===== src/rtl/prbs_chk_pkg.sv =====
package prbs_chk_pkg;

  localparam int STATE_W = 31;
  localparam int NUM_ORD = 4;

  typedef enum logic [1:0] {
    ST_HUNT  = 2'd0,
    ST_CHECK = 2'd1,
    ST_LOCK  = 2'd2
  } sync_st_e;

  function automatic int ord_len(input int g);
    case (g)
      0:       return 7;
      1:       return 15;
      2:       return 23;
      default: return 31;
    endcase
  endfunction

  function automatic int ord_tap(input int g);
    case (g)
      0:       return 6;
      1:       return 14;
      2:       return 18;
      default: return 28;
    endcase
  endfunction

endpackage


===== src/rtl/prbs_sync_fsm.sv =====
module prbs_sync_fsm
  import prbs_chk_pkg::*;
#(
  parameter int LOCK_GOOD = 8,
  parameter int WIN       = 16,
  parameter int WIN_BAD   = 4
) (
  input  logic clk,
  input  logic rst_n,
  input  logic valid_i,
  input  logic mode_ok_i,
  input  logic mode_chg_i,
  input  logic mism_i,
  input  logic seed_nz_i,
  output logic locked_o,
  output logic load_o,
  output logic adv_o,
  output logic cnt_en_o
);

  localparam int GW = $clog2(LOCK_GOOD);
  localparam int HW = WIN - 1;
  localparam int CW = $clog2(WIN);

  sync_st_e      st_q, st_d;
  logic [GW-1:0] good_q, good_d;
  logic [HW-1:0] hist_q, hist_d;
  logic [CW-1:0] hist_ones;
  logic          take;

  assign take      = valid_i && mode_ok_i && !mode_chg_i;
  assign hist_ones = CW'($countones(hist_q));

  always_comb begin
    st_d     = st_q;
    good_d   = good_q;
    hist_d   = hist_q;
    load_o   = 1'b0;
    cnt_en_o = 1'b0;
    if (!mode_ok_i || mode_chg_i) begin
      st_d   = ST_HUNT;
      good_d = '0;
    end else if (valid_i) begin
      case (st_q)
        ST_HUNT: begin
          if (seed_nz_i) begin
            load_o = 1'b1;
            st_d   = ST_CHECK;
            good_d = '0;
          end
        end
        ST_CHECK: begin
          if (mism_i) begin
            good_d = '0;
            if (seed_nz_i) load_o = 1'b1;
            else           st_d   = ST_HUNT;
          end else if (good_q == GW'(LOCK_GOOD - 1)) begin
            st_d   = ST_LOCK;
            hist_d = '0;
          end else begin
            good_d = good_q + 1'b1;
          end
        end
        ST_LOCK: begin
          cnt_en_o = mism_i;
          hist_d   = {hist_q[HW-2:0], mism_i};
          if (mism_i && (hist_ones >= CW'(WIN_BAD - 1))) begin
            st_d   = ST_HUNT;
            good_d = '0;
          end
        end
        default: st_d = ST_HUNT;
      endcase
    end
  end

  assign adv_o    = take && (st_q != ST_HUNT) && !load_o;
  assign locked_o = (st_q == ST_LOCK);

  always_ff @(posedge clk or negedge rst_n) begin
    if (!rst_n) begin
      st_q   <= ST_HUNT;
      good_q <= '0;
      hist_q <= '0;
    end else begin
      st_q   <= st_d;
      good_q <= good_d;
      hist_q <= hist_d;
    end
  end

endmodule


===== config.mk =====
export PLATFORM = sky130hd
export DESIGN_NAME = prbs_sync_fsm
export DESIGN_NICKNAME = d
export VERILOG_FILES = /design/src/rtl/prbs_chk_pkg.sv /design/src/rtl/prbs_sync_fsm.sv
export SDC_FILE = /design/constraint.sdc
export NUM_CORES = 1
export LEC_CHECK = 0
export BUFFER_PORTS_ARGS = -buffer_cell sky130_fd_sc_hd__buf_2
export CAP_MARGIN = 25
export CORE_UTILIZATION = 34
export CTS_BUF_LIST = sky130_fd_sc_hd__clkbuf_16
export CTS_CLUSTER_SIZE = 16
export DETAILED_ROUTE_END_ITERATION = 16
export SYNTH_ARGS = -nofsm -noshare
export SYNTH_HDL_FRONTEND = slang
export SYNTH_SLANG_ARGS = --single-unit

===== constraint.sdc =====
create_clock -name clk -period 10.5 [get_ports clk]
set_input_delay 1.05 -clock clk [delete_from_list [all_inputs] [get_ports clk]]
set_output_delay 1.05 -clock clk [all_outputs]
set_load 0.005 [all_outputs]

After elaboration in Yosys (flattened, before gate mapping):

Cells that the tools add are included.

* register bits after elaboration: 20
* output and inout port bits: 4
* logic and storage cells: 73
* bits in latches: 0
* memories: 0
* bits in writable memories: 0
* memory bits (read-only): 0

* divide/modulo/power cells: 0
* bitwise logic cells: 1
* $add $sub $neg: 15
* magnitude comparators: 1
* multiplexer cells: 26
* shift-type cells: 0
* eq/ne operators: 10
* $mul: 0
* reduce and logical (&&, ||, !) cells: 17

Operator list (count)
* $mux 15: 2
* $pmux 15 s2: 1
* $mux 3: 6
* $reduce_and 5->1: 3
* $add 1x1->2: 7
* $mux 2: 7
* $ne 4x4->1 const B: 3
* $add 2x2->3: 3
* $pmux 3 s3: 1
* $add 3x3->4: 2
* $mux 1: 7
* $pmux 2 s3: 1
* $reduce_bool 2->1: 3
* $logic_and 1x1->1: 5
* $add 4x4->4: 1
* $ge 4x2->1 const B: 1
* $ne 2x2->1 const B: 2
* $reduce_bool 4->1: 1
* $add 2x1->3: 1
* $add 3x1->3 const B: 1
* $eq 3x3->1 const B: 1
* $logic_not 1->1: 3
* $ne 3x1->1 const B: 1
* $ne 3x3->1 const B: 1
* other kinds (6): 6

Depth between registers and ports, before layout:

* word-level depth: 10
* mapped depth: 11
* mapped depth without buffers: 11

Least setup slack after synthesis:

OpenSTA, ideal clock, no wires.

* kind: reg2reg
* from: register hist_q[5]
* to: register good_q[0]
* cell stages (with the launch flop): 12
* arrival: 3.873 ns
* setup time: 0.120 ns
* required time: 10.380 ns
* path slack: 6.507 ns
* period minus slack after synthesis: 3.993 ns
* cells stage by stage: dfrtp_1 > fa_1 > inv_1 > fa_1 > fa_1 > fa_1 > fa_1 > fa_1 > nor2b_1 > a31o_2 > and3_1 > a31o_2

* longest elaborated chain between the ends: 8

RTL lines
* start: declaration: line prbs_sync_fsm.sv:27 `logic [HW-1:0] hist_q, hist_d;`
* start signal: assignment: line prbs_sync_fsm.sv:88 `hist_q <= hist_d;`
* $add 1x1->2 (not written as such): line prbs_sync_fsm.sv:32 `assign hist_ones = CW'($countones(hist_q));`
* $add 2x2->3 (not written as such): line prbs_sync_fsm.sv:32
* $add 3x3->4 (not written as such): line prbs_sync_fsm.sv:32
* $add 4x4->4 (not written as such): line prbs_sync_fsm.sv:32
* $ge 4x2->1: line prbs_sync_fsm.sv:67 `if (mism_i && (hist_ones >= CW'(WIN_BAD - 1))) begin`
* $logic_and 1x1->1: line prbs_sync_fsm.sv:67
* $ne 3x1->1 (no source line)
* $reduce_and 5->1 (no source line)
* end signal: assignment: line prbs_sync_fsm.sv:87 `good_q <= good_d;`
* end: declaration: line prbs_sync_fsm.sv:26 `logic [GW-1:0] good_q, good_d;`

Every way passes these cells.
A chain may end at the register's enable or synchronous reset.

Worst setup path in the final report:

* from: register hist_q[5]
* to: register good_q[2]

Same word-level chain as after synthesis.

==> flow_metrics.env <==
export IMPL_outcome="finished, final reports clean"
export IMPL_drt_iter0_markers=45
export IMPL_fin_crit_ns=4.13
export IMPL_grt_pass1_vias=999
export IMPL_grt_antenna_before_repair=0
export IMPL_clkPwrFrac_pct=48.1
export IMPL_r2r_slack_ns=6.37
export IMPL_worstSetupStartpointType="flip-flop"
export IMPL_place_hpwl_um=1830
export IMPL_period_share_pct=39.3
export IMPL_worst_hold_path_endpoint="hist_q[14]"
export IMPL_drc=0
export IMPL_slew_viol_final=0
export IMPL_skew_ns=0.00137
export IMPL_cts_hold_buf=0
export IMPL_rsz0062_at_grt="no"
export IMPL_die_area_mm2=0.00425
export IMPL_grt_first_pass_wirelength_um=4430
export IMPL_initial_core_util_pct=36.3
export IMPL_power_share_sequential_pct=47.6
export IMPL_clock_sinks=20
export IMPL_area_growth_synth_to_final_pct=10.6
export IMPL_antenna_left=0
export IMPL_sw_frac_of_total_pct=19.9
export IMPL_cp_end_kind="flip-flop"
export IMPL_via_count=1008
export IMPL_synth_seq_cells=20
export IMPL_fmaxAchievable_mhz=242
export IMPL_synth_edf_count=0
export IMPL_antenna_cells=0
export IMPL_vias_per_cell=4.85
export IMPL_layout_setup_ws_ns=6.37
export IMPL_stdcell_count=208
export IMPL_p_sw_mw=0.0324
export IMPL_synthArstFlopShare_pct=100
export IMPL_fp_dieW_um=65.2
export IMPL_cts_root_buffer="clkbuf_16"
export IMPL_drive_gt1_share_pct=12.5
export IMPL_clock_path_buffers=2
export IMPL_crit_required_ns=10.64
export IMPL_setup_violations=0
export IMPL_groute_usage_overall_pct=13.5
export IMPL_syn_num_nets=173
export IMPL_clock_latency_ns=0.25
export IMPL_ys_warn_count=0
export IMPL_hold_path_class="flip-flop to flip-flop"
export IMPL_synth_top_flop_cell="dfrtp_1"
export IMPL_wirelength_um=2360
export IMPL_tightest_slew_ns=0.684
export IMPL_clk_pin_slew_worst_paths_ns=0.06
export IMPL_p_int_mw=0.131
export IMPL_path_class="flip-flop to flip-flop"
export IMPL_relSlewSlack_pct=54.3
export IMPL_tns_ns=0
export IMPL_dpl_cell_area_mm2=0.00142
export IMPL_num_rows=22
export IMPL_wl_per_cell_um=11.3
export IMPL_finalPower_mw=0.163
export IMPL_grt_max_degree=30
export IMPL_yosysSeqAreaShare_pct=36.8
export IMPL_cts_made_buffers=3
export IMPL_io_buffers=10
export IMPL_placed_cells=204
export IMPL_cts_resized_gates=0
export IMPL_cp_arrival_ns=4.27
export IMPL_syn_inst=152
export IMPL_grt_overflow=0
export IMPL_io_pins=11
export IMPL_avgSynthCellArea_um2=8.94
export IMPL_min_delay_start="hist_q[14]"
export IMPL_cap_violations=0
export IMPL_crit_fanout=3
export IMPL_die_y_um=65.2
export IMPL_p_per_area_mw_per_mm2=108
export IMPL_fin_area_mm2=0.00150
export IMPL_r2r_end="good_q[2]"
export IMPL_r2r_cells=11
export IMPL_holdWs_ns=0.494
export IMPL_final_nets=182
export IMPL_tritoncts="built"
export IMPL_ir_worst_vdd_mv=0.100
export IMPL_core_mm2=0.00374
export IMPL_worstReg2RegStart="hist_q[5]"
export IMPL_p_comb_share_pct=4.3
export IMPL_post_cts_buffers=0
export IMPL_dp_slack_ns=6.37
export IMPL_timing_final_hold_violations=0
export IMPL_synth_distinct_cells=34
export IMPL_hold_depth=2
export IMPL_p_leak_nw=0.619
export IMPL_drt_pass1_iter_count=4
export IMPL_post_route_util_pct=40.1
export IMPL_gp_congestion=0.791
export IMPL_synth_area_mm2=0.00136
export IMPL_htree_num_levels=1
## power groups by stage
stage	clock network, mW	logic [mW]	registers, mW
2_1_floorplan	0	0.00377	0.0788
3_3_place_gp	0	0.00691	0.0790
3_5_place_dp	0	0.00714	0.0790
4_1_cts	0.0810	0.00717	0.0776
5_1_grt	0.0849	0.00804	0.0776
6_report	0.0784	0.00700	0.0777
## state kept, by name (all words and copies together) (netlist names)
signal	count
good_q	3
hist_q	15
st_q	2
## placed cells by master (no fill, tap or decap), types with 2 or more instances in the layout
| master | n |
|---|---|
| a21oi_1 | 3 |
| a31o_2 | 3 |
| and2_1 | 2 |
| and3_1 | 2 |
| buf_2 | 10 |
| buf_4 | 2 |
| clkbuf_16 | 3 |
| dfrtp_1 | 20 |
| fa_1 | 10 |
| ha_1 | 4 |
| inv_1 | 20 |
| mux2i_1 | 2 |
| nand2_1 | 34 |
| nand2b_1 | 3 |
| nand3_1 | 2 |
| nand4_1 | 2 |
| nor2_1 | 6 |
| nor2b_1 | 3 |
| o21ai_0 | 11 |
| o21ai_1 | 4 |
## logic make-up (layout without fill, tap and decap cells)
kind of cell               after synthesis  in the layout  synth area share [%]
adders and majority gates               14             14                  18.4
AOI/OAI and AO/OA                       28             28                  12.6
buffers and inverters                   28             36                  9.94
muxes                                    2              2                  1.47
and+or+nand+nor                         60             60                  20.7
DFF                                     20             20                  36.8
## routing by layer
layer  global-route usage [%]  share of wire (%)  vias to the layer above
met3                     4.17                3.7                        7
li1                         -                  -                      503
met5                        0                  0                        -
met1                     17.2                 46                      474
met4                     1.63               0.81                        0
met2                     22.9                 50                       24
## cell usage after synthesis, types with 2 or more instances
master / n / share of area [%]
a31o_2: 3 / 1.9
dfrtp_1: 20 / 37
o21ai_0: 11 / 4.1
nand3_1: 2 / 0.74
mux2i_1: 2 / 1.5
nor2b_1: 3 / 1.4
nand2_1: 34 / 9.4
fa_1: 10 / 15
inv_1: 20 / 5.5
nand4_1: 2 / 0.92
nand2b_1: 3 / 1.4
and3_1: 2 / 0.92
buf_2: 3 / 1.1
a21oi_1: 3 / 1.1
o21ai_1: 4 / 1.5
and2_1: 2 / 0.92
nor2_1: 6 / 1.7
ha_1: 4 / 3.7
buf_6: 3 / 2.5
## critical path, stage by stage, from the launching register on
cell     delay (ns)
dfrtp_1        0.41
fa_1           0.54
inv_1          0.05
fa_1           0.46
fa_1           0.53
fa_1           0.44
fa_1           0.41
fa_1           0.39
nor2b_1        0.14
a31o_2         0.21
and3_1         0.19
a31o_2         0.25
## worst max-delay path by stage
stage	endpoint	cells after the start	slack, ns	start
global route	good_q[2]	11	6.23	hist_q[5]
detailed placement	good_q[2]	11	6.37	hist_q[5]
finish	good_q[2]	11	6.37	hist_q[5]
CTS	good_q[2]	11	6.35	hist_q[5]
floorplan	good_q[0]	11	6.51	hist_q[5]
global placement	good_q[0]	11	6.42	hist_q[5]
## layout make-up
class | instances | area, µm²
clock inverter | 1 | 3.75
clock buffer | 3 | 75.1
inverter | 20 | 75.1
multi-input combinational | 104 | 723
timing repair buffer | 12 | 65.1
fill | 395 | 2240
tap | 48 | 60.1
sequential | 20 | 500
Note: power is estimated with default switching activity, not from simulation.
